==> config.mk <==
export PLATFORM = sky130hd
export DESIGN_NAME = sec_flt_top
export DESIGN_NICKNAME = d
export VERILOG_FILES = /design/src/rtl/sec_flt_pkg.sv /design/src/rtl/sec_flt_cfg.sv /design/src/rtl/sec_flt_match.sv /design/src/rtl/sec_flt_top.sv
export SDC_FILE = /design/constraint.sdc
export NUM_CORES = 1
export LEC_CHECK = 0
export ABC_AREA = 1
export ABC_CLOCK_PERIOD_IN_PS = 1950
export CORE_MARGIN = 1.5
export CORE_UTILIZATION = 30
export CTS_BUF_LIST = sky130_fd_sc_hd__clkbuf_4 sky130_fd_sc_hd__clkbuf_8 sky130_fd_sc_hd__clkbuf_16
export DETAILED_ROUTE_END_ITERATION = 12
export HOLD_SLACK_MARGIN = 0.15
export PLACE_DENSITY_LB_ADDON = 0.25
export SLEW_MARGIN = 30
export SYNTH_ARGS = -nofsm -noshare
export SYNTH_HDL_FRONTEND = slang
export SYNTH_SLANG_ARGS = --single-unit
==> constraint.sdc <==
create_clock -name clk -period 1.95 [get_ports clk]
set_clock_uncertainty 0.1 [all_clocks]
set_input_delay 0.39 -clock clk [delete_from_list [all_inputs] [get_ports clk]]
set_output_delay 0.39 -clock clk [all_outputs]
set_load 0.01 [all_outputs]
==> src/rtl/sec_flt_pkg.sv <==
package sec_flt_pkg;

    // Width of one configuration half-word and of a bound value
    localparam int REG_DW    = 16;
    // Byte address width and the shift that turns a byte address into a megabyte number
    localparam int ADDR_W    = 32;
    localparam int MB_SHIFT  = 20;
    // Default number of programmable windows
    localparam int DEF_NRGN  = 8;

    // Masked half-word merge: data bit taken only where the mask bit is 1
    function automatic logic [REG_DW-1:0] masked_merge(
        input logic [REG_DW-1:0] old_v,
        input logic [REG_DW-1:0] new_v,
        input logic [REG_DW-1:0] msk
    );
        return (old_v & ~msk) | (new_v & msk);
    endfunction

endpackage

==> src/rtl/sec_flt_cfg.sv <==
module sec_flt_cfg
    import sec_flt_pkg::*;
#(
    parameter int NUM_RGN = DEF_NRGN,
    parameter int IDX_W   = $clog2(2*NUM_RGN+1)
) (
    input  logic                        clk,
    input  logic                        rst_n,
    input  logic                        wr_en,
    input  logic [IDX_W-1:0]            wr_idx,
    input  logic [2*REG_DW-1:0]         wr_word,
    input  logic [IDX_W-1:0]            rd_idx,
    output logic [REG_DW-1:0]           rd_val,
    output logic [NUM_RGN*REG_DW-1:0]   lo_flat,
    output logic [NUM_RGN*REG_DW-1:0]   hi_flat,
    output logic [NUM_RGN-1:0]          win_en,
    output logic                        rem_en,
    output logic                        byp
);

    localparam int CTL_IDX = 2*NUM_RGN;
    localparam int REM_BIT = NUM_RGN;
    localparam int BYP_BIT = NUM_RGN + 1;
    localparam int CTL_W   = NUM_RGN + 2;

    logic [REG_DW-1:0] wr_dat;
    logic [REG_DW-1:0] wr_msk;
    logic [REG_DW-1:0] lo_q [NUM_RGN];
    logic [REG_DW-1:0] hi_q [NUM_RGN];
    logic [CTL_W-1:0]  ctl_q;
    logic [REG_DW-1:0] ctl_full;

    assign wr_dat = wr_word[REG_DW-1:0];
    assign wr_msk = wr_word[2*REG_DW-1:REG_DW];

    // Window bound registers, one pair per window
    for (genvar g = 0; g < NUM_RGN; g++) begin : g_win
        always_ff @(posedge clk or negedge rst_n) begin
            if (!rst_n) begin
                lo_q[g] <= '0;
            end else if (wr_en && (int'(wr_idx) == g)) begin
                lo_q[g] <= masked_merge(lo_q[g], wr_dat, wr_msk);
            end
        end

        always_ff @(posedge clk or negedge rst_n) begin
            if (!rst_n) begin
                hi_q[g] <= '0;
            end else if (wr_en && (int'(wr_idx) == g + NUM_RGN)) begin
                hi_q[g] <= masked_merge(hi_q[g], wr_dat, wr_msk);
            end
        end

        assign lo_flat[g*REG_DW +: REG_DW] = lo_q[g];
        assign hi_flat[g*REG_DW +: REG_DW] = hi_q[g];
    end

    // Control word: window enables, remainder enable, bypass (bypass set at reset)
    always_ff @(posedge clk or negedge rst_n) begin
        if (!rst_n) begin
            ctl_q <= CTL_W'(1) << BYP_BIT;
        end else if (wr_en && (int'(wr_idx) == CTL_IDX)) begin
            ctl_q <= (ctl_q & ~wr_msk[CTL_W-1:0]) | (wr_dat[CTL_W-1:0] & wr_msk[CTL_W-1:0]);
        end
    end

    assign ctl_full = REG_DW'(ctl_q);
    assign win_en   = ctl_q[NUM_RGN-1:0];
    assign rem_en   = ctl_q[REM_BIT];
    assign byp      = ctl_q[BYP_BIT];

    // Readback multiplexer
    always_comb begin
        rd_val = '0;
        if (int'(rd_idx) < NUM_RGN) begin
            rd_val = lo_q[int'(rd_idx)];
        end else if (int'(rd_idx) < CTL_IDX) begin
            rd_val = hi_q[int'(rd_idx) - NUM_RGN];
        end else if (int'(rd_idx) == CTL_IDX) begin
            rd_val = ctl_full;
        end
    end

endmodule

==> src/rtl/sec_flt_match.sv <==
module sec_flt_match
    import sec_flt_pkg::*;
#(
    parameter int NUM_RGN = DEF_NRGN
) (
    input  logic [ADDR_W-1:0]           addr,
    input  logic [NUM_RGN*REG_DW-1:0]   lo_flat,
    input  logic [NUM_RGN*REG_DW-1:0]   hi_flat,
    output logic [NUM_RGN-1:0]          in_win
);

    localparam int MB_W = ADDR_W - MB_SHIFT;

    logic [MB_W-1:0]   addr_mb;
    logic [REG_DW-1:0] addr_mb_x;

    assign addr_mb   = addr[ADDR_W-1:MB_SHIFT];
    assign addr_mb_x = REG_DW'(addr_mb);

    // Inclusive range compare per window; an inverted window never matches
    for (genvar g = 0; g < NUM_RGN; g++) begin : g_cmp
        logic [REG_DW-1:0] lo_v;
        logic [REG_DW-1:0] hi_v;
        assign lo_v      = lo_flat[g*REG_DW +: REG_DW];
        assign hi_v      = hi_flat[g*REG_DW +: REG_DW];
        assign in_win[g] = (addr_mb_x >= lo_v) && (addr_mb_x <= hi_v);
    end

endmodule

==> src/rtl/sec_flt_top.sv <==
module sec_flt_top
    import sec_flt_pkg::*;
#(
    parameter int NUM_RGN = DEF_NRGN,
    parameter int IDX_W   = $clog2(2*NUM_RGN+1)
) (
    input  logic               clk,
    input  logic               rst_n,
    input  logic               cfg_we,
    input  logic [IDX_W-1:0]   cfg_idx,
    input  logic [31:0]        cfg_wdata,
    input  logic [IDX_W-1:0]   rd_idx,
    output logic [15:0]        rd_data,
    input  logic               lk_valid,
    input  logic [31:0]        lk_addr,
    input  logic               lk_ns,
    output logic               res_valid,
    output logic               res_deny
);

    logic [NUM_RGN*REG_DW-1:0] lo_flat;
    logic [NUM_RGN*REG_DW-1:0] hi_flat;
    logic [NUM_RGN-1:0]        win_en;
    logic                      rem_en;
    logic                      byp;
    logic [NUM_RGN-1:0]        in_win;
    logic                      prot_hit;
    logic                      deny_d;

    sec_flt_cfg #(
        .NUM_RGN (NUM_RGN),
        .IDX_W   (IDX_W)
    ) u_cfg (
        .clk     (clk),
        .rst_n   (rst_n),
        .wr_en   (cfg_we),
        .wr_idx  (cfg_idx),
        .wr_word (cfg_wdata),
        .rd_idx  (rd_idx),
        .rd_val  (rd_data),
        .lo_flat (lo_flat),
        .hi_flat (hi_flat),
        .win_en  (win_en),
        .rem_en  (rem_en),
        .byp     (byp)
    );

    sec_flt_match #(
        .NUM_RGN (NUM_RGN)
    ) u_match (
        .addr    (lk_addr),
        .lo_flat (lo_flat),
        .hi_flat (hi_flat),
        .in_win  (in_win)
    );

    // Protected when inside an enabled window, or outside every window with remainder set
    assign prot_hit = (|(in_win & win_en)) || ((~|in_win) && rem_en);
    assign deny_d   = lk_valid && lk_ns && !byp && prot_hit;

    always_ff @(posedge clk or negedge rst_n) begin
        if (!rst_n) begin
            res_valid <= 1'b0;
            res_deny  <= 1'b0;
        end else begin
            res_valid <= lk_valid;
            res_deny  <= deny_d;
        end
    end

endmodule

# == Word level (Yosys, flattened, before mapping) ==
# Index checks and enable logic that the tools add are counted.
# word_totals
register_bits,268
input_bits,79
output_inout_bits,18
# op_classes
addsub,1
magnitude_cmp,20
eq_ne,17
n_mux,9
bitwise_logic,41
n_reduce_logical,35
# op_table
operator,n
$and A16 B16 Y16,17
$or A16 B16 Y16,16
$ge A12 B16 Y1,8
$le A12 B16 Y1,8
$bmux W16 S3,2
$mux W16,6
$ge A32 B4 Y1 const B,2
$eq A5 B5 Y1 const B,10
$not A32 Y32,1
$not A5 Y32,1
$logic_and A1 B1 Y1,29
$and A10 B10 Y10,2
$eq A5 B4 Y1 const B,4
$not A16 Y16,1
$reduce_or A8 Y1,2
$eq A5 B3 Y1 const B,2
$mux W10,1
$not A10 Y10,1
$or A10 B10 Y10,1
$and A8 B8 Y8,1
$sub A5 B4 Y6 const B,1
$eq A5 B2 Y1 const B,1
$logic_not A5 Y1,1
$lt A5 B4 Y1 const B,1
3 further kinds,4

# == Logic depth before layout (Yosys ltp) ==
# logic_depth
ltp_word,7
mapped_depth,19
ltp_nobuf,19

# == Modules after synthesis ==
# A second synthesis with hierarchy kept.
# unflattened
cells_unflattened,2810
hier_area_um2,19188.4
# modules_own_cells
module,n_inst,cells_per_inst,area_per_inst_um2
sec_flt_cfg,1,1862,13595.5
sec_flt_match,1,921,5444.0
sec_flt_top,1,27,148.9

# == Least setup slack after synthesis ==
# Ideal clock, no wire load.
# synth_timing
path_kind,input -> register
start,input port lk_addr[20]
end,register res_deny
arrival_ps,1765
slack_ps,-31
cell_stages,16
n_path_buf,0
cell_sequence,inv_1 -> ha_1 -> nand2_1 -> nor2_1 -> nand2_1 -> nand2_1 -> nor2_1 -> nand2_1 -> nand2_1 -> nand2_1 -> nand3_1 -> nand2_1 -> nor2_1 -> nand2_1 -> nor2_1 -> nor2_1
# synth_via
elab_chain_len,7
# synth_lines
item,line_no,source
"start, declared",sec_flt_top.sv:15,"input logic [31:0] lk_addr,"
$ge A12 B16 Y1 or $le A12 B16 Y1 (tied branches),sec_flt_match.sv:26,assign in_win[g] = (addr_mb_x >= lo_v) && (addr_mb_x <= hi_v);
$logic_and A1 B1 Y1,sec_flt_match.sv:26,
$reduce_or A8 Y1,sec_flt_top.sv:58,assign prot_hit = (|(in_win & win_en)) || ((~|in_win) && rem_en);
$logic_not A1 Y1,sec_flt_top.sv:58,
$logic_and A1 B1 Y1,sec_flt_top.sv:58,
$logic_or A1 B1 Y1 *,sec_flt_top.sv:58,
$logic_and A1 B1 Y1 *,sec_flt_top.sv:59,assign deny_d = lk_valid && lk_ns && !byp && prot_hit;
named net deny_d,sec_flt_top.sv:28,logic deny_d;
"end signal, assigned",sec_flt_top.sv:67,res_deny <= deny_d;
"end, declared",sec_flt_top.sv:18,output logic res_deny
# Mark *: on every way through the listed nets, which the timed path passes. The rest lies on a longest branch.
# A chain may end at the register's enable or synchronous reset.

==> reports/results.env <==
DRT-PASS1-ITER-COUNT=6
CLK_PIN_SLEW_WORST_PATHS_NS=0.06
REGAREA_UM2=6710
POWER.CLOCK.FRACTION_PCT=32.7
POWER_DENSITY_nW_PER_UM2=842
HOLD_PATH_STARTPOINT='lk_valid'
NUMPORTBUFFERS=76
REG2REGPATHDEPTH=15
LAYOUT-AREA-OVERHEAD-VS-SYNTH_PCT=35.2
DRV_CAP=0
TIGHTESTPINTRANSITION_NS=0.658
MET2WIRELENGTH_UM=34700
RR_ENDPOINT='res_deny'
RUN_STATUS='finished, violations left'
SETUP.REG_TO_REG.WORST_SLACK_NS=-0.18
GRT_PASS1_WL_UM=113000
CTS_TREE='done'
MOST_AREA_CONSUMING_CELLS_AFTER_SYNTHESIS='sky130_fd_sc_hd__dfrtp_1 (36%), sky130_fd_sc_hd__ha_1 (13%), sky130_fd_sc_hd__nand2_1 (9.9%), sky130_fd_sc_hd__a21oi_1 (9.5%), sky130_fd_sc_hd__o21ai_0 (6.3%)'
GP_CONGESTION=0.941
DETAILROUTE.WIRELENGTH.MET3_UM=5050
PERIOD_MINUS_SLACK_NS=2.18
CRIT_FANOUT=2
GRT_SETUP_UNREPAIRED='yes'
POWER_FRAC_COMB_PCT=32.6
TOP_LEVEL_PORTS=97
YOSYSTOPAREACELLSHARE_PCT=36.4
REPORT.FINAL.SETUP_VIOL=17
FIN_TNS_SETUP_NS=-2.98
YS_SEQ_ELEMENTS=268
M1WIRELENGTH_UM=32500
ROUTE.TOP_LAYER_USED='met4'
FMAX_MHz=459
ROUTE.FINAL.WIRE_LENGTH_UM=74600
CRIT_PATH_CELL_TRACE='inv_2 > a21oi_1 > o21ai_1 > nand3_1 > nand3_2 > nand3_4 > buf_6'
PATH_BUF_INV=2
MAX_STAGE_DELAY_NS=0.38
FIN_WORST_HOLD_SLACK_NS=0.205
ANTENNA_FOUND_INITIAL=0
WORST_HOLD_PATH.NUM_CELLS=1
PERIOD_SHARE_PCT=112
PRE_CTS_WS_NS=-0.956
YS_TOP_CELLS_BY_COUNT='sky130_fd_sc_hd__nand2_1 (484), sky130_fd_sc_hd__a21oi_1 (347), sky130_fd_sc_hd__inv_1 (304), sky130_fd_sc_hd__dfrtp_1 (267), sky130_fd_sc_hd__o21ai_0 (233)'
WHS_ENDPOINT='res_valid'
FLOORPLAN.DIE.HEIGHT_UM=250
CRIT_PATH_END_KIND='primary output'
CLOCK_INSERTION_DELAY_WORST_SKEW_NS=0.56
NUMBER_OF_DESIGN_RULE_VIOLATIONS_LEFT_AFTER_DETAIL_ROUTING=0
FIRST_GLOBAL_VIAS=18100
DIE-WIDTH_UM=250
NUMBER_OF_INSTANCES_IN_THE_SYNTHESIZED_NETLIST=2441
POSTSYNTH.TOPFLOPCELL='sky130_fd_sc_hd__dfrtp_1'
CP_SLOWEST_CELL='sky130_fd_sc_hd__dfrtp_1'
CRITPATHTOPFAMILY='flip-flops'
SYNTH.YOSYS.WARNINGS=0
CTS_MAX_PATH_BUFFERS=3
ANT_NETS=0
GRT_START_MAX_NET_PINS=51
CORE-AREA_UM2=60500
DIODES=0
DRIVE_GT1_SHARE_PCT=23.1
POWER.SWITCHING_FRACTION_PCT=35.3
FILLCELLCOUNT=6010
DRT-VIAS-PER-INSTANCE=5.26
POWER.SWITCHING_mW=7.38
FINALNETCOUNT=2998
YOSYS_CELL_TYPES=34
CLOCK_SINKS=268
HP-CLASS='in2reg'
PWR-SHARE-SEQ_PCT=34.7
MAXSLEWVIOLCOUNT=0
FP-ROW-COUNT=90
H-TREE-DEPTH=2
CRITICAL_PATH.STARTPOINT_TYPE='flop'
SYNTH.NET_COUNT=2712
YOSYSSEQAREASHARE_PCT=36.5
YS_ASYNC_SR_FRACTION_PCT=100
SYNTHESIS.AREA_PER_INSTANCE_UM2=7.53
PLACED_CELLS=3411
EDFF_COUNT_SYNTH=0
REQUIRED_NS=1.46
CP.ARRIVAL_NS=1.69
SLEW_HEADROOM_PCT=56.1
TOTAL_POWER_mW=20.9
YOSYSMOSTFREQUENTCELL='sky130_fd_sc_hd__nand2_1'
SYNTHESIS.AREA_UM2=18400
SYNTH_AREA_LEADER_CELL='sky130_fd_sc_hd__dfrtp_1'
OVERFLOW=0
INSTANCES_NO_FILL=3536
FAILED_CHECKS='setup timing'
CLOCK-ROOT-BUFFER='sky130_fd_sc_hd__clkbuf_16'
POSTLAYOUTSETUPSLACKWORST_NS=-0.230
POST_DRT_WL_PER_CELL_UM=21.1
DETAIL_ROUTE.ITER0.VIOLATIONS=1415
TRACK_USAGE_PCT=23.6
POWER.INTERNAL_mW=13.5
START_UTIL_PCT=30.4
TIMING_HOLD_VIOLATIONS_FINAL=0
CTS_MADE_BUFFERS=35
DP_HPWL_UM=52500
DR_TOTAL_VIAS=18600
LARGEST_VDD_SUPPLY_DROP_mV=0.525
WORST-SETUP-PATH-TYPE='reg2out'
POWER.STATIC_LEAKAGE_nW=11.3
DIE_AREA_UM2=62700
MULTI_INPUT_COMB_AREA_UM2=10500
through the flow:
step / cell area (um2) / util (%)
after floorplan: 18400 / -
after global placement: 22300 / 36.8
after detailed placement: 22300 / 36.8
after CTS: 24300 / 40.2
after global routing: 24800 / 41.1
final: 24800 / 41.1
per-layer routing:
| layer | GRT usage [%] | vias up |
|---|---|---|
| met5 | 0 | - |
| met4 | 7.90 | 0 |
| met3 | 3.51 | 122 |
| met2 | 38.7 | 646 |
| met1 | 31.7 | 8956 |
| li1 | - | 8887 |
worst max-delay path by stage:
stage / startpoint / to / slack (ns) / depth (start not counted)
3_5_place_dp: lk_addr[27] / res_deny / -0.96 / 16
3_3_place_gp: lk_addr[27] / res_deny / -0.96 / 16
4_1_cts: flop / rd_data[7] / -0.26 / 7
2_1_floorplan: lk_addr[20] / res_deny / 0.02 / 16
6_report: flop / rd_data[7] / -0.23 / 7
5_1_grt: flop / res_deny / -0.33 / 17
repair_timing:
action                                  in CTS  in global routing
endpoints found under the setup margin      18                 17
gates resized for setup                    274                134
setup buffers                               42                 14
gates cloned                                 3                  1
pin swaps                                   69                 87
hold endpoints to repair                   267                  0
hold buffers                                 1                  0
kinds of logic after synthesis:
logic type / synth area share [%]
compound gates: 22.8
simple gates: 17.3
buf+inv: 10.2
flops: 36.5
fa+ha+maj: 13.1
mux: 0.163
final cells by class:
cell class              count  share of cell area, %
flip-flops and latches    268                   27.0
repair buffers            399                   17.4
clock buffers              46                   4.05
multi-input cells        1716                   42.1
well taps                 782                   3.94
clock inverters            18                  0.775
inverters                 307                   4.70
cell usage in the layout (no fill, tap or decap), types with 79 or more instances in the layout:
cell type                 instances
sky130_fd_sc_hd__nand2_1        468
sky130_fd_sc_hd__a21oi_1        299
sky130_fd_sc_hd__dfrtp_1        265
sky130_fd_sc_hd__inv_1          249
sky130_fd_sc_hd__buf_4          224
sky130_fd_sc_hd__ha_1           186
sky130_fd_sc_hd__o21ai_0        158
sky130_fd_sc_hd__a31oi_1        154
sky130_fd_sc_hd__nand3_1         83
sky130_fd_sc_hd__o21ai_1         82
sky130_fd_sc_hd__buf_12          79
power by group through the flow:
stage	logic (mW)	clock network [mW]	registers, mW
global placement	6.01	0	7.27
finish	6.82	6.84	7.26
CTS	6.50	6.97	7.23
floorplan	3.47	0	7.05
global route	7.62	7.19	7.37
detailed placement	6.13	0	7.29
Note: power is estimated with default switching activity, not from simulation.
